==> config.mk <==
export PLATFORM = sky130hd
export DESIGN_NAME = scl_clock_gen
export DESIGN_NICKNAME = d
export VERILOG_FILES = /design/src/rtl/scl_gen_pkg.sv /design/src/rtl/scl_cfg_regs.sv /design/src/rtl/scl_prescaler.sv /design/src/rtl/scl_phase_fsm.sv /design/src/rtl/scl_clock_gen.sv
export SDC_FILE = /design/constraint.sdc
export NUM_CORES = 1
export LEC_CHECK = 0
export ABC_AREA = 1
export BUFFER_PORTS_ARGS = -buffer_cell sky130_fd_sc_hd__buf_2
export CAP_MARGIN = 20
export CORE_ASPECT_RATIO = 2
export CORE_MARGIN = 2
export CORE_UTILIZATION = 55
export DETAILED_ROUTE_END_ITERATION = 8
export HOLD_SLACK_MARGIN = 0.12
export PLACE_DENSITY = 0.73
export RECOVER_POWER = 50
export SYNTH_ARGS = -nofsm -noshare
export SYNTH_HDL_FRONTEND = slang
export SYNTH_HIERARCHICAL = 1
export SYNTH_SLANG_ARGS = --single-unit
export TNS_END_PERCENT = 20
==> constraint.sdc <==
create_clock -name clk -period 4.1 [get_ports clk]
set_clock_uncertainty 0.2 [all_clocks]
set_input_delay 0.41 -clock clk [delete_from_list [all_inputs] [get_ports clk]]
set_output_delay 0.41 -clock clk [all_outputs]
set_load 0.02 [all_outputs]
==> src/rtl/scl_gen_pkg.sv <==
`timescale 1ns/1ps
package scl_gen_pkg;

  // Generator phase; the encoding is local to this block.
  typedef enum logic [1:0] {
    PH_IDLE = 2'd0,
    PH_LOW  = 2'd1,
    PH_HIGH = 2'd2
  } scl_phase_e;

  // Configuration selector codes.
  localparam logic [1:0] SEL_PRESCALE = 2'd0;
  localparam logic [1:0] SEL_LOW      = 2'd1;
  localparam logic [1:0] SEL_HIGH     = 2'd2;
  localparam int unsigned NUM_SETTINGS = 3;

  // Number of internal ticks in a phase for a given setting and fixed offset.
  function automatic int unsigned phase_ticks(input int unsigned setting,
                                              input int unsigned offset);
    return setting + offset;
  endfunction

  // Tick index inside a phase at which the mid-phase strobe fires.
  function automatic int unsigned mid_tick(input int unsigned ticks);
    return ticks / 2;
  endfunction

endpackage

==> src/rtl/scl_cfg_regs.sv <==
`timescale 1ns/1ps
module scl_cfg_regs
  import scl_gen_pkg::*;
#(
  parameter int DIV_W = 8
) (
  input  logic             clk,
  input  logic             rst_n,
  input  logic             mod_en,
  input  logic             cfg_wr,
  input  logic [1:0]       cfg_sel,
  input  logic [DIV_W-1:0] cfg_wdata,
  output logic [DIV_W-1:0] prescale_o,
  output logic [DIV_W-1:0] low_set_o,
  output logic [DIV_W-1:0] high_set_o
);

  logic [NUM_SETTINGS-1:0][DIV_W-1:0] set_q;
  logic                               wr_open;

  // Writes are accepted only while the module is disabled.
  assign wr_open = cfg_wr && !mod_en;

  always_ff @(posedge clk or negedge rst_n) begin
    if (!rst_n) begin
      set_q <= '0;
    end else begin
      for (int i = 0; i < NUM_SETTINGS; i++) begin
        if (wr_open && cfg_sel == 2'(i)) set_q[i] <= cfg_wdata;
      end
    end
  end

  assign prescale_o = set_q[SEL_PRESCALE];
  assign low_set_o  = set_q[SEL_LOW];
  assign high_set_o = set_q[SEL_HIGH];

  // settings cannot move while the module is enabled
  p_cfg_frozen_r4: assert property (@(posedge clk) disable iff (!rst_n)
    mod_en |=> $stable(set_q));

endmodule

==> src/rtl/scl_prescaler.sv <==
`timescale 1ns/1ps
module scl_prescaler #(
  parameter int DIV_W = 8
) (
  input  logic             clk,
  input  logic             rst_n,
  input  logic             clr,
  input  logic [DIV_W-1:0] div_val,
  output logic             tick
);

  logic [DIV_W-1:0] cnt_q;
  logic             wrap;

  assign wrap = (cnt_q == div_val);
  assign tick = !clr && wrap;

  always_ff @(posedge clk or negedge rst_n) begin
    if (!rst_n)     cnt_q <= '0;
    else if (clr)   cnt_q <= '0;
    else if (wrap)  cnt_q <= '0;
    else            cnt_q <= cnt_q + 1'b1;
  end

  // the divide counter never runs past the programmed value
  p_psc_bound_r1: assert property (@(posedge clk) disable iff (!rst_n)
    !clr |-> cnt_q <= div_val);

  // a tick restarts the division window
  p_psc_wrap_r1: assert property (@(posedge clk) disable iff (!rst_n)
    tick |=> cnt_q == '0);

endmodule

==> src/rtl/scl_phase_fsm.sv <==
`timescale 1ns/1ps
module scl_phase_fsm
  import scl_gen_pkg::*;
#(
  parameter int DIV_W    = 8,
  parameter int LOW_OFS  = 7,
  parameter int HIGH_OFS = 5
) (
  input  logic             clk,
  input  logic             rst_n,
  input  logic             mod_en,
  input  logic             seq_run,
  input  logic             seq_hold,
  input  logic             seq_rel,
  input  logic             tick,
  input  logic [DIV_W-1:0] low_set,
  input  logic [DIV_W-1:0] high_set,
  output scl_phase_e       phase_o,
  output logic             scl_drive_low,
  output logic             chg_stb,
  output logic             smp_stb,
  output logic             phase_end
);

  localparam int PH_W = $clog2((2 ** DIV_W) + LOW_OFS + HIGH_OFS);

  scl_phase_e      st_q, st_d;
  logic [PH_W-1:0] cnt_q;
  logic [PH_W-1:0] low_len, high_len, cur_len;
  logic [PH_W-1:0] low_mid, high_mid;
  logic            at_last;
  logic            start_ok;

  assign low_len  = PH_W'(phase_ticks(32'(low_set), LOW_OFS));
  assign high_len = PH_W'(phase_ticks(32'(high_set), HIGH_OFS));
  assign low_mid  = PH_W'(mid_tick(32'(low_len)));
  assign high_mid = PH_W'(mid_tick(32'(high_len)));
  assign cur_len  = (st_q == PH_HIGH) ? high_len : low_len;
  assign at_last  = (cnt_q == cur_len - 1'b1);
  assign phase_end = tick && at_last && (st_q != PH_IDLE);
  assign start_ok  = seq_run && !seq_rel;

  always_comb begin
    st_d = st_q;
    unique case (st_q)
      PH_IDLE: if (start_ok) st_d = PH_LOW;
      PH_LOW: begin
        if (phase_end) begin
          if (seq_rel)       st_d = PH_IDLE;
          else if (seq_hold) st_d = PH_LOW;
          else               st_d = PH_HIGH;
        end
      end
      PH_HIGH: begin
        if (phase_end) begin
          if (seq_rel || !seq_run) st_d = PH_IDLE;
          else                     st_d = PH_LOW;
        end
      end
      default: st_d = PH_IDLE;
    endcase
  end

  always_ff @(posedge clk or negedge rst_n) begin
    if (!rst_n) begin
      st_q  <= PH_IDLE;
      cnt_q <= '0;
    end else if (!mod_en) begin
      st_q  <= PH_IDLE;
      cnt_q <= '0;
    end else begin
      st_q <= st_d;
      if (st_d != st_q || st_q == PH_IDLE) cnt_q <= '0;
      else if (tick && !at_last)           cnt_q <= cnt_q + 1'b1;
    end
  end

  assign phase_o       = st_q;
  assign scl_drive_low = (st_q == PH_LOW);
  assign chg_stb       = (st_q == PH_LOW)  && tick && (cnt_q == low_mid);
  assign smp_stb       = (st_q == PH_HIGH) && tick && (cnt_q == high_mid);

  // a low phase hands over to high only after its full tick count
  p_low_len_r2: assert property (@(posedge clk) disable iff (!rst_n)
    (st_q == PH_HIGH && $past(st_q) == PH_LOW) |-> $past(cnt_q) == $past(low_len) - 1'b1);

  // an enabled high phase leaves only after its full tick count
  p_high_len_r3: assert property (@(posedge clk) disable iff (!rst_n)
    (st_q != PH_HIGH && $past(st_q) == PH_HIGH && $past(mod_en))
      |-> $past(cnt_q) == $past(high_len) - 1'b1);

  // disabling returns to idle with the phase counter cleared
  p_disabled_idle_r5: assert property (@(posedge clk) disable iff (!rst_n)
    !mod_en |=> (st_q == PH_IDLE && cnt_q == '0));

  // a start request from idle begins a low phase next cycle
  p_start_r6: assert property (@(posedge clk) disable iff (!rst_n)
    (st_q == PH_IDLE && mod_en && seq_run && !seq_rel) |=> st_q == PH_LOW);

  // hold keeps SCL low at the end of the low phase
  p_hold_low_r9: assert property (@(posedge clk) disable iff (!rst_n)
    (mod_en && st_q == PH_LOW && phase_end && seq_hold && !seq_rel) |=> st_q == PH_LOW);

  // release at a phase end always lands in idle
  p_release_idle_r10: assert property (@(posedge clk) disable iff (!rst_n)
    (phase_end && seq_rel) |=> st_q == PH_IDLE);

endmodule

==> src/rtl/scl_clock_gen.sv <==
`timescale 1ns/1ps
module scl_clock_gen
  import scl_gen_pkg::*;
#(
  parameter int DIV_W    = 8,
  parameter int LOW_OFS  = 7,
  parameter int HIGH_OFS = 5
) (
  input  logic             clk,
  input  logic             rst_n,
  input  logic             mod_en,
  input  logic             cfg_wr,
  input  logic [1:0]       cfg_sel,
  input  logic [DIV_W-1:0] cfg_wdata,
  input  logic             seq_run,
  input  logic             seq_hold,
  input  logic             seq_rel,
  output logic             scl_drive_low,
  output logic             sda_change_stb,
  output logic             sda_sample_stb
);

  logic [DIV_W-1:0] prescale, low_set, high_set;
  logic             tick;
  logic             prescale_clr;
  logic             phase_end;
  scl_phase_e       phase;

  scl_cfg_regs #(.DIV_W(DIV_W)) u_cfg (
    .clk        (clk),
    .rst_n      (rst_n),
    .mod_en     (mod_en),
    .cfg_wr     (cfg_wr),
    .cfg_sel    (cfg_sel),
    .cfg_wdata  (cfg_wdata),
    .prescale_o (prescale),
    .low_set_o  (low_set),
    .high_set_o (high_set)
  );

  // The divider restarts whenever no phase is running.
  assign prescale_clr = !mod_en || (phase == PH_IDLE);

  scl_prescaler #(.DIV_W(DIV_W)) u_psc (
    .clk     (clk),
    .rst_n   (rst_n),
    .clr     (prescale_clr),
    .div_val (prescale),
    .tick    (tick)
  );

  scl_phase_fsm #(
    .DIV_W    (DIV_W),
    .LOW_OFS  (LOW_OFS),
    .HIGH_OFS (HIGH_OFS)
  ) u_fsm (
    .clk           (clk),
    .rst_n         (rst_n),
    .mod_en        (mod_en),
    .seq_run       (seq_run),
    .seq_hold      (seq_hold),
    .seq_rel       (seq_rel),
    .tick          (tick),
    .low_set       (low_set),
    .high_set      (high_set),
    .phase_o       (phase),
    .scl_drive_low (scl_drive_low),
    .chg_stb       (sda_change_stb),
    .smp_stb       (sda_sample_stb),
    .phase_end     (phase_end)
  );

  // the change strobe only appears while SCL is pulled low
  p_chg_in_low_r7: assert property (@(posedge clk) disable iff (!rst_n)
    sda_change_stb |-> scl_drive_low && !prescale_clr);

  // the sample strobe only appears during a released, running phase
  p_smp_in_high_r8: assert property (@(posedge clk) disable iff (!rst_n)
    sda_sample_stb |-> !scl_drive_low && !prescale_clr);

  // with run dropped, a high phase end goes idle
  p_run_stop_r11: assert property (@(posedge clk) disable iff (!rst_n)
    (phase_end && phase == PH_HIGH && !seq_run) |=> !scl_drive_low && prescale_clr);

endmodule

==> results of run 1 <==
## area by class of cell
cell class / count / area (µm²) / area share
clock buffer: 6 / 138.9 / 0.03630
clock inverter: 2 / 35.03 / 0.009156
inverter: 74 / 277.8 / 0.07260
multi-input combinational: 443 / 2083 / 0.5445
sequential: 43 / 1076 / 0.2812
tap: 86 / 107.6 / 0.02812
timing repair buffer: 21 / 107.6 / 0.02812
## registers in the layout, indices dropped and copies added (netlist names)
signal,count
u_cfg/high_set_o,8
u_fsm/cnt_q,9
u_cfg/prescale_o,8
u_cfg/low_set_o,8
u_fsm/phase_o,2
u_psc/cnt_q,8
## power groups by stage
stage          Combinational, mW  Sequential, mW  Clock (mW)
3_5_place_dp               0.453           0.532           0
4_1_cts                    0.456           0.525       0.475
3_3_place_gp               0.443           0.530           0
5_1_grt                    0.535           0.532       0.489
2_1_floorplan              0.352           0.513           0
6_report                   0.458           0.524       0.465
## timing repair
action	in CTS	in global routing
endpoints found under the hold margin	43	0
hold buffers	1	0
setup endpoints to repair	0	0
## per-stage QoR
step | power, mW | utilization | area (µm²)
6_report | 1.448 | 0.6114 | 3826
5_1_grt | 1.556 | 0.6114 | 3826
4_1_cts | 1.455 | 0.6122 | 3831
3_5_place_dp | 0.9845 | 0.5828 | 3647
3_3_place_gp | 0.9733 | 0.5828 | 3647
2_1_floorplan | 0.8654 | - | 3512
## path summary, 6_finish.rpt
check | start | endpoint | slack (ns)
max | u_psc/cnt_q[0] | sda_change_stb | 0.55
min | cfg_wdata[3] | u_cfg/low_set_o[3] | 0.18
max reg2reg | u_cfg/low_set_o[0] | u_fsm/cnt_q[8] | 1.10
min reg2reg | u_cfg/low_set_o[1] | u_cfg/low_set_o[1] | 0.31
max in group asynchronous | rst_n | u_fsm/cnt_q[6] | 1.12
min in group asynchronous | rst_n | u_cfg/low_set_o[7] | 0.33
## worst reg2reg max path: cells and delay by family, from the launching register on
family,cells,cell delay (ns)
AND/OR/NAND/NOR,11,1.01
adder cells (fa/ha/maj),2,0.60
flip-flops,1,0.39
XOR/XNOR,2,0.31
buffers and inverters,4,0.27
AO/OA/AOI/OAI,1,0.10
## per-layer routing
metal  GRT usage  wire length, µm  up-vias  share of wire
li1            -                -     1820              -
met1      0.3174             3275     1626           0.34
met2      0.5717             5238      100           0.54
met3     0.04176              327       54          0.034
met4      0.2406              838        0          0.087
met5           0                0        -              0
## layout by cell type, fill, tap and decap left out, drive strengths merged, types with 5 or more instances in the layout
| cell type | instances |
|---|---|
| a21oi | 10 |
| buf | 18 |
| clkbuf | 8 |
| dfrtp | 43 |
| ha | 5 |
| inv | 74 |
| nand2 | 240 |
| nand3 | 74 |
| nand4 | 7 |
| nor2 | 66 |
| nor3 | 7 |
| o21ai | 11 |
| xor2 | 12 |
==> flow_results.org, run 1 <==
** Power
- Psw :: 0.5260 mW
- Share of total power in sequential cells :: 0.362
- Power per Cell Area :: 378.3 nW/µm²
- Of the total power, combinational logic draws 0.316.
- Leakage component of the power :: 2.017 nW
- Cell internal pwr :: 0.9216 mW
- Of the total power, the share spent switching nets is 0.3633.
- The share of total power dissipated in the clock network is 0.322.
- Worst IR drop on VDD :: between 300 and 400 µV

** GRT
- Overall global routing resource usage :: 0.3190
- Entering global routing, the biggest net connects 44 pins.
- Global routing finished with a remaining overflow of 0.
- The number of antenna violations at the first check in global routing is 0.
- The first global-routing pass estimated roughly 17 mm of wire.
- The number of global-route vias before repair is 3725.

** Route
- The count of nets left with antenna violations once routing finished came out at 0.
- The first TritonRoute pass finished after 6 iterations.
- Post-Route WL :: approximately 9.7 mm
- The detailed router finished its first iteration with a little over 200 violations.
- Dividing the detail-routed wire length by the instance count gives roughly 14 µm.
- Vias per cell :: roughly 5.3
- After detailed routing, the number of remaining DRC violations is 0.
- The routed layout has roughly 3.6k vias.

** Clock tree
- Clk buf depth :: 2
- Clock buffer count from CTS :: 5
- H-Tree Depth :: 2
- For this design, the sink count on the clock tree is 43.
- Gates resized during post-CTS repair numbered 0.
- After clock tree synthesis, the clock-pin slew on the worst setup and hold paths is 0.06 ns.
- TritonCTS built the clock tree.
- Clock root buffer :: clkbuf_16
- The number of setup buffers added after CTS is 0.
- Clk Latency, worst-skew pair :: 0.29 ns

** STA
- Final hold analysis gives a worst-case slack of 0.1849 ns.
- Unrepaired setup endpoints after global routing :: no
- The worst pin sits at a relative slew slack of -0.3673.
- The number of slew-limit violations in the final report was 67.
- For the pin with the worst max-slew slack, the measured transition is 2.051 ns.
- Tcrit/Tclk final :: 0.8655
- Top achievable clock speed :: 281.8 MHz
- After routing, the total negative slack on setup checks comes to 0 ns.
- The final-report hold violation count is 0.
- Fin crit period :: about 3.5 ns
- Setup violations remaining at the end of the flow were counted as 0.
- PnR worst setup slack :: approximately 0.55 ns

** Yosys
- Cells after synthesis :: 566
- The Yosys step of the flow raised 6 warnings.
- A synthesized cell averages approximately 6.2 µm².
- The mapped netlist covers ~3500 µm².
- Synthesis produced a netlist with a net count of between 500 and 600.

** Worst setup path
- Top cell by count, worst path :: nand2_1
- Together, buffers and inverters on the worst path number 2.
- Slowest cell on the critical path :: a2111oi_0
- On the worst path, the slowest cell contributes a delay of 0.52 ns.
- Critical path cell sequence :: inv_1 -> nand2_1 -> nand2_1 -> nand2_1 -> nor2_1 -> nand2_1 -> nor2_1 -> nand4_1 -> a2111oi_0 -> nand4_1 -> nor4_1 -> buf_2
- STA classifies the critical path startpoint as a register.
- Signal arrival time at the worst endpoint :: 2.94 ns
- The critical path is of the reg -> out type.
- For the worst flop-to-flop path, the logic depth is 20.
- On the critical path the largest part of the delay comes from simple AND/OR/NAND/NOR gates.
- Critical Path Stages :: 12
- Maximum fanout along the worst path :: 7
- Crit end category :: output port
- Endpoint required time on the critical path :: 3.49 ns

** Layout
- Number of filler instances in the final layout :: around 660
- Share of post-route cells with drive strength above 1 :: 0.1036
- 0 antenna diodes ended up in the layout.
- Final standard cell count with taps included and fillers excluded :: approximately 680
- Fin nets :: 610
- Syn-to-layout area delta :: 8.942%

** Placement
- At the end of routability-driven placement, the weighted congestion stood at 0.9545.
- Once placement completed, the tool counted placed cells totaling ~670.
- Buffers placed on the I/O ports in this run total 19.
- Post-placement worst setup slack :: 0.9166 ns
- Estimated wirelength of the detail-placed design :: 7.634 mm

** Status
- The flow ran to the end, but the final reports show violations.
- Violated checks :: capacitance limit, slew limit

** Floorplan
- Core Footprint :: 6259 µm²
- Effective utilization at floorplan :: 0.5612
- Chip Height :: around 120 µm
- Site Rows :: 41
- Die Span X :: roughly 61 µm
- Total die area :: 7080 µm²
- For this design the top-level I/O count stands at 20.

** Min path
- Depth of the worst hold-timing path :: 3
- Worst min-delay path class :: in -> reg

** Job
- Max-cap violations in this run came to 2.
Power figures use the tool's default switching activity.
==> run 2: changes to the inputs <==
CORE_ASPECT_RATIO = 0.6   (was 2)
CTS_CLUSTER_SIZE = 30   (was not set)
SLEW_MARGIN = 20   (was not set)
==> flow_results.org, run 2 (synthesis results as in run 1) <==
** Power
- The total chip power was 1.391 mW (was 1.448 mW).
- Combinational power share :: 0.333 (was 0.316)
- Share of total power in sequential cells :: 0.378 (was 0.362)
- The fraction of power spent switching nets is 0.3820 (was 0.3633).
- Power per Cell Area :: 370.9 nW/µm² (was 378.3 nW/µm²)
- Worst IR drop on VDD :: 221.0 µV (was 367.6 µV)
- Leakage component of the power :: 1.960 nW (was 2.017 nW)
- Relative contribution of the clock network to total power :: 0.289 (was 0.322)
- Cell internal pwr :: 0.8598 mW (was 0.9216 mW)
- Psw :: 0.5315 mW (was 0.5260 mW)

** Job
- The number of max-cap violations came to 2 (unchanged).

** Placement
- The count of buffers from port buffering is 19 (unchanged).
- Final weighted congestion in routability-driven placement :: 0.9747 (was 0.9545)
- The number of placed cells counting well taps came to 663 (was 665).
- The detailed-placement wirelength estimate was 7.464 mm (was 7.634 mm).

** Worst setup path
- Worst reg2reg setup slack :: 1.02 ns (was 1.10 ns)
- Crit end category :: output port (unchanged)
- WS Path Type :: reg -> out (unchanged)
- CP max stage delay :: 0.46 ns (was 0.52 ns)
- The slowest cell on the critical path is dfrtp_1 (was a2111oi_0).
- The worst reg2reg path startpoint was u_cfg/low_set_o[1] (was u_cfg/low_set_o[0]).
- Top cell by count, worst path :: nand2_1 (unchanged)
- The arrival time of the worst setup path was 3.00 ns (was 2.94 ns).
- Maximum fanout along the worst path :: 7 (unchanged)
- The reg-to-reg endpoint is u_fsm/cnt_q[2] (was u_fsm/cnt_q[8]).
- Critical path cell sequence: inv_1 -> nand2_1 -> nand2_1 -> nand3_1 -> nor2_1 -> nand2_1 -> nor2_1 -> nand4_1 -> a2111oi_0 -> nand4_1 -> nor4_1 -> buf_2 (was inv_1 -> nand2_1 -> nand2_1 -> nand2_1 -> nor2_1 -> nand2_1 -> nor2_1 -> nand4_1 -> a2111oi_0 -> nand4_1 -> nor4_1 -> buf_2).
- The critical path required time was 3.49 ns (about the same).
- Number of cells on the worst reg-to-reg path :: 21 (was 20)
- Crit start category :: register (unchanged)

** STA
- Number of hold violations in the final report :: 0 (unchanged)
- Unrepaired setup endpoints after global routing :: no (unchanged)
- Finish-stage setup viols :: 0 (unchanged)
- The maximum clock frequency is 276.7 MHz (was 281.8 MHz).
- The setup TNS is 0 ns (unchanged).
- The number of slew-limit violations in the final report was 72 (was 67).
- Fin crit period :: 3.614 ns (was 3.549 ns)
- Transition time at the pin with the least slew margin :: 2.294 ns (was 2.051 ns)
- Tcrit/Tclk final :: 0.8814 (was 0.8655)
- Tightest slew margin relative to the limit :: -0.5295 (was -0.3673)

** Status
- Violated checks: capacitance limit, slew limit (unchanged).
- Outcome :: finished with violations (unchanged)

** Clock tree
- The CTS clock-pin slew for the worst setup and hold paths is 0.09 ns (was 0.06 ns).
- H-Tree Depth :: 2 (unchanged)
- Clock root buffer :: clkbuf_8 (was clkbuf_16)
- Clk buf depth :: 2 (unchanged)
- The number of clock sinks came to 43 (unchanged).
- CTS tree :: built (unchanged)
- The insertion delay to the later sink of the worst-skew pair is 0.31 ns (was 0.29 ns).
- The number of clock buffers inserted by TritonCTS was 5 (unchanged).

** GRT
- Wire length of the first global-routing pass :: 15.99 mm (was 16.77 mm)
- Vias in the first global route :: 3407 (was 3725)
- The aggregate global-route resource usage came to 0.2941 (was 0.3190).
- The number of antenna violations at the first check in global routing came to 0 (unchanged).
- The maximum number of pins on one net before global-route repair came to 44 (unchanged).
- Congestion Overflow GR :: 0 (unchanged)

** Min path
- The beginning of the worst hold path is cfg_wdata[2] (was cfg_wdata[3]).
- Hold EP :: u_cfg/low_set_o[2] (was u_cfg/low_set_o[3])
- The cell depth of the worst min-delay path is 3 (unchanged).
- Worst min-delay path class :: in -> reg (unchanged)

** Route
- Initial DRT Pass Iterations :: 5 (was 6)
- Routed wire per std cell :: 14.30 µm (was 14.34 µm)
- ANT nets after route :: 0 (unchanged)
- Vias per cell :: 5.406 (was 5.333)
- Post-Route WL :: 9.611 mm (was 9.680 mm)
- The number of design rule violations left after detail routing was 0 (unchanged).
- The DRC marker count from the first detailed-route iteration came to 305 (was 204).
- Vias post-DR :: 3633 (was 3600)

** Floorplan
- # IOs :: 20 (unchanged)
- The overall die height came to 65.90 µm (was 117.0 µm).
- The floorplan core area is 6138 µm² (was 6259 µm²).
- The horizontal die dimension was 107.2 µm (was 60.51 µm).
- Effective utilization at floorplan :: 0.5722 (was 0.5612)
- The total number of placement rows is 22 (was 41).
- Total die area :: 7062 µm² (was 7080 µm²)

** Layout
- The share of the core filled with cells was 0.6111 (was 0.6114).
- The non-filler instance count after layout came to 672 (was 675).
- The register with the most flip-flops is u_fsm/cnt_q (unchanged).
- Most frequent standard cell in the layout excluding fill and tap cells :: nand2_1 (unchanged)
- Share of post-route cells with drive strength above 1 :: 0.09354 (was 0.1036)
- Commonest cells after routing, fill and taps aside: nand2_1 (232), nand3_1 (70), inv_1 (69) (was nand2_1 (229), nand3_1 (70), inv_1 (68)).
- Ant diodes :: 0 (unchanged)
- Max reg flops :: 9 (unchanged)
- The count of fill cells added during filler insertion was 591 (was 661).
- The layout overhead on the synthesized area was 6.804% (was 8.942%).
- Fin nets :: 609 (was 610)
-- run 2: changes by cell type in the layout (fill, tap and decap cells not counted), sizes merged --
| cell | delta |
|---|---|
| buf | -1 |
| bufinv | +1 |
| clkbuf | -1 |
| clkinv | -1 |
| clkinvlp | +1 |
-- run 2: critical path, delay by kind of cell, from the launching register on --
family / cells / cell delay, ns
AO/OA/AOI/OAI: 1 / 0.46
flip-flops: 1 / 0.46
buffers and inverters: 2 / 0.34
AND/OR/NAND/NOR: 9 / 1.43
-- run 2: layer usage --
layer	track usage	wire length, µm
met1	0.4321	4885
met2	0.4320	3738
met3	0.07882	934
met4	0.06169	52
met5	0	0
-- run 2: cell type report --
type	instances	area, µm²	area share
repair buffers	20	102.6	0.02735
inverters	74	277.8	0.07405
multi-input cells	443	2053	0.5474
clock buffers	5	68.82	0.01835
flip-flops and latches	43	1076	0.2869
clock inverters	3	67.56	0.01801
well taps	84	105.1	0.02802
-- run 2: power groups by stage --
stage                     Sequential (mW)  Combinational, mW  Clock, mW
final                               0.526              0.464      0.402
after global routing                0.532              0.535      0.424
after CTS                           0.524              0.461      0.408
after detailed placement            0.531              0.459          0
after global placement              0.531              0.444          0
after floorplan                     0.513              0.352          0
-- run 2: stage by stage --
stage,setup WS [ns],hold WS (ns),instance area (µm²)
after floorplan,1.204,-0.08559,3512
after global placement,0.9657,0.3014,3645
after detailed placement,0.9471,0.2987,3645
after CTS,0.5725,0.1490,3791
after global routing,0.2780,0.1604,3751
final,0.4863,0.1564,3751
-- run 2: repair_timing --
| item | CTS | global route |
|---|---|---|
| hold endpoints to repair | 43 | 0 |
| setup buffers | 0 | 0 |
| hold buffers | 1 | 0 |
| gates resized for setup | 0 | 0 |
-- run 2: worst max path at each step --
stage / from / end / cells past startpoint
5_1_grt: u_psc/cnt_q[5] / sda_change_stb / 12
2_1_floorplan: u_psc/cnt_q[5] / sda_change_stb / 11
6_report: u_psc/cnt_q[5] / sda_change_stb / 12
4_1_cts: u_psc/cnt_q[5] / sda_change_stb / 12
3_5_place_dp: u_psc/cnt_q[5] / sda_change_stb / 12
3_3_place_gp: u_psc/cnt_q[5] / sda_change_stb / 12
==> run 3: changes to the inputs <==
PLACE_DENSITY = 0.76   (was 0.73)
RECOVER_POWER = 25   (was 50)
clock period = 2.9 ns   (was 4.1 ns; I/O delays follow)
==> flow_results.org, run 3 (synthesis results as in run 1) <==
** Status
- Outcome: finished with violations (unchanged).
- Violated checks: capacitance limit, slew limit, setup timing (was capacitance limit, slew limit).

** Route
- Metal2 WL :: 4.643 mm (was 3.738 mm)
- The wire length after detailed routing came to 10.99 mm (was 9.611 mm).
- Wire length on met3 :: 1.403 mm (was 934 µm)
- Vias post-DR :: 4009 (was 3633)
- Routed wire per std cell :: 15.29 µm (was 14.30 µm)
- Drt drc :: 0 (unchanged)
- The average via count per standard cell is 5.576 (was 5.406).
- The antenna violation net count after detailed routing came to 0 (unchanged).
- The highest metal layer used by the detailed router is met4 (unchanged).
- Wl on met1 :: 4.811 mm (was 4.885 mm)
- The first-pass iteration count of the detailed router came to 6 (was 5).
- The DRC marker count from the first detailed-route iteration is 416 (was 305).

** Layout
- Area used by multi-input combinational logic :: 2195 µm² (was 2053 µm²)
- The count of fill cells added during filler insertion was 501 (was 591).
- The most frequent standard cell in the layout excluding fill and tap cells is nand2_1 (unchanged).
- The layout net count came to 656 (was 609).
- Syn-to-layout area delta :: 21.70% (was 6.804%)
- Commonest cells after routing, fill and taps aside: nand2_1 (217), nand3_1 (68), inv_1 (58) (was nand2_1 (232), nand3_1 (70), inv_1 (69)).
- Register ranked first by flip-flop count :: u_fsm/cnt_q (unchanged)
- The number of flip-flops under the largest register name came to 9 (unchanged).
- The number of antenna cells inserted was 0 (unchanged).
- The fraction of layout cells with a size suffix above 1 came to 0.2126 (was 0.09354).
- The footprint of the flip-flops and latches was 1082 µm² (was 1076 µm²).

** Worst setup path
- The category of cells accounting for the largest share of critical-path delay is buffers and inverters (was simple AND/OR/NAND/NOR gates).
- Top cell by count, worst path :: buf_4 (was nand2_1)
- Signal arrival time at the worst endpoint :: 3.01 ns (was 3.00 ns)
- Slowest cell on the critical path :: dfrtp_2 (was dfrtp_1)
- The critical path required time is 2.88 ns (was 3.49 ns).
- CP Buf/Inv Count :: 14 (was 2)
- Crit start category :: register (unchanged)
- Maximum fanout along the worst path :: 8 (was 7)
- The kind of capture point of the worst setup path was a register (was output port).
- Critical path cell sequence: inv_2 -> buf_4 -> buf_4 -> buf_4 -> buf_4 -> buf_4 -> buf_4 -> buf_4 -> buf_4 -> buf_4 -> buf_4 -> buf_4 -> buf_4 -> buf_4 -> nand2_1 -> nand2_1 -> nor2_1 -> nand2_1 -> nor2_4 -> nor2_1 (was inv_1 -> nand2_1 -> nand2_1 -> nand3_1 -> nor2_1 -> nand2_1 -> nor2_1 -> nand4_1 -> a2111oi_0 -> nand4_1 -> nor4_1 -> buf_2).
- The delay of the slowest critical-path stage is 0.43 ns (was 0.46 ns).
- WS Path Type :: reg -> reg (was reg -> out)

** Floorplan
- Total die area :: 7062 µm² (unchanged)
- The total number of placement rows came to 22 (unchanged).
- The number of top-level pins is 20 (unchanged).
- Chip Height :: 65.90 µm (unchanged)
- The horizontal die dimension was 107.2 µm (unchanged).
- The initial core utilization was 0.5722 (unchanged).
- The floorplan core area was 6138 µm² (unchanged).

** Job
- The number of max-cap violations came to 1 (was 2).

** Clock tree
- The root cell of the clock tree was clkbuf_8 (unchanged).
- Sink count of the clock tree :: 43 (unchanged)
- The insertion delay to the later sink of the worst-skew pair was 0.30 ns (was 0.31 ns).
- The clock tree buffer depth was 2 (unchanged).
- H-Tree Depth :: 2 (unchanged)
- The number of clock buffers inserted by TritonCTS was 5 (unchanged).
- The CTS tree was built (unchanged).
- The CTS clock-pin slew for the worst setup and hold paths is 0.09 ns (about the same).

** STA
- The setup TNS came to -0.9839 ns (was 0 ns).
- Fin crit period :: 3.028 ns
- PnR worst setup slack :: -0.1283 ns (was 0.4863 ns)
- The relative slew slack was -0.1083 (was -0.5295).
- Unrepaired setup endpoints after global routing: yes (was no).
- Top achievable clock speed :: 330.2 MHz
- In the finished design, the share of the clock period the worst path needs comes to 1.044.
- Worst slack on hold paths :: 0.1493 ns (was 0.1564 ns)
- The final setup violation count is 9 (was 0).
- The pin slew with the least headroom to its limit came to 1.656 ns (was 2.294 ns).
- Number of hold violations in the final report :: 0 (unchanged)
- Number of max-slew violations in the final report :: 28 (was 72)

** Power
- Leakage component of the power :: 2.184 nW (was 1.960 nW)
- The largest vdd supply drop is 255.6 µV (was 221.0 µV).
- The power density over the cells was 502.9 nW/µm² (was 370.9 nW/µm²).
- Total Power :: 2.150 mW (was 1.391 mW)

** GRT
- The number of global-route vias before repair came to 3665 (was 3407).
- Overall global routing resource usage :: 0.3097 (was 0.2941)
- The number of antenna violations at the first check in global routing is 0 (unchanged).
- The total grt overflow was 0 (unchanged).
- Wire length of the first global-routing pass :: 16.94 mm (was 15.99 mm)
- Largest net degree at the start of global routing :: 44 (unchanged)

** Min path
- Worst min-delay path class :: in -> reg (unchanged)

** Placement
- The final weighted congestion of routability-driven global placement is 0.9818 (was 0.9747).
- Port buffer count :: 19 (unchanged)
- Estimated wirelength of the detail-placed design :: 7.541 mm (was 7.464 mm)
- The worst slack at placement is 0.01023 ns (was 0.9471 ns).
[run 3: cell count changes in the layout (fill, tap and decap cells not counted), sizes merged]
cell	before	now
clkinvlp	1	0
buf	17	52
dlygate4sd3	1	13
nand2	240	241
[run 3: tightest hold or removal path, delay by kind of cell]
family / cells / cell delay (ns)
AO/OA/AOI/OAI: 1 / 0.06
buffers and inverters: 2 / 0.13
AND/OR/NAND/NOR: 2 / 0.12
[run 3: per-stage QoR]
step	utilization	cell area [µm²]	instances
after floorplan	-	3512	566
after global placement	0.6023	3697	670
after detailed placement	0.6023	3697	670
after CTS	0.6663	4090	707
after global routing	0.6963	4274	719
final	0.6963	4274	719
[run 3: routing by layer]
metal  global-route usage  vias to the layer above
met3              0.06108                       21
met2               0.4739                      261
met4              0.06818                        0
met1               0.4522                     1812
met5                    0                        -
li1                     -                     1915
[run 3: power by group]
group | internal (mW) | total, mW | switching [mW]
registers | 0.665 | 0.750 | 0.0848
clock network | 0.345 | 0.565 | 0.220
logic | 0.309 | 0.835 | 0.526
[run 3: path summary, 6_finish.rpt]
check                      depth (start not counted)                   to  slack [ns]           startpoint
min in group asynchronous                          2       u_psc/cnt_q[7]        0.48                rst_n
max in group asynchronous                          2  u_cfg/prescale_o[5]        1.37                rst_n
setup / recovery                                  20       u_psc/cnt_q[4]       -0.13  u_cfg/prescale_o[6]
hold / removal                                     5     u_fsm/phase_o[0]        0.15              seq_run
setup reg to reg                                  20       u_psc/cnt_q[4]       -0.13  u_cfg/prescale_o[6]
hold reg to reg                                    2  u_cfg/high_set_o[4]        0.32  u_cfg/high_set_o[4]
[run 3: area by class of cell]
class                      instances  share of cell area
multi-input combinational        444              0.5135
sequential                        43              0.2532
timing repair buffer              66              0.1127
inverter                          74             0.06499
tap                               84             0.02459
clock buffer                       6             0.01698
clock inverter                     2             0.01405
[run 3: what timing repair did]
action | 4_1_cts | 5_1_grt
cloned | 0 | 1
pin swaps | 6 | 19
gates resized for setup | 5 | 44
buffers inserted | 16 | 11
hold buffers | 13 | 0
endpoints found under the hold margin | 69 | 0
endpoints found under the setup margin | 8 | 21
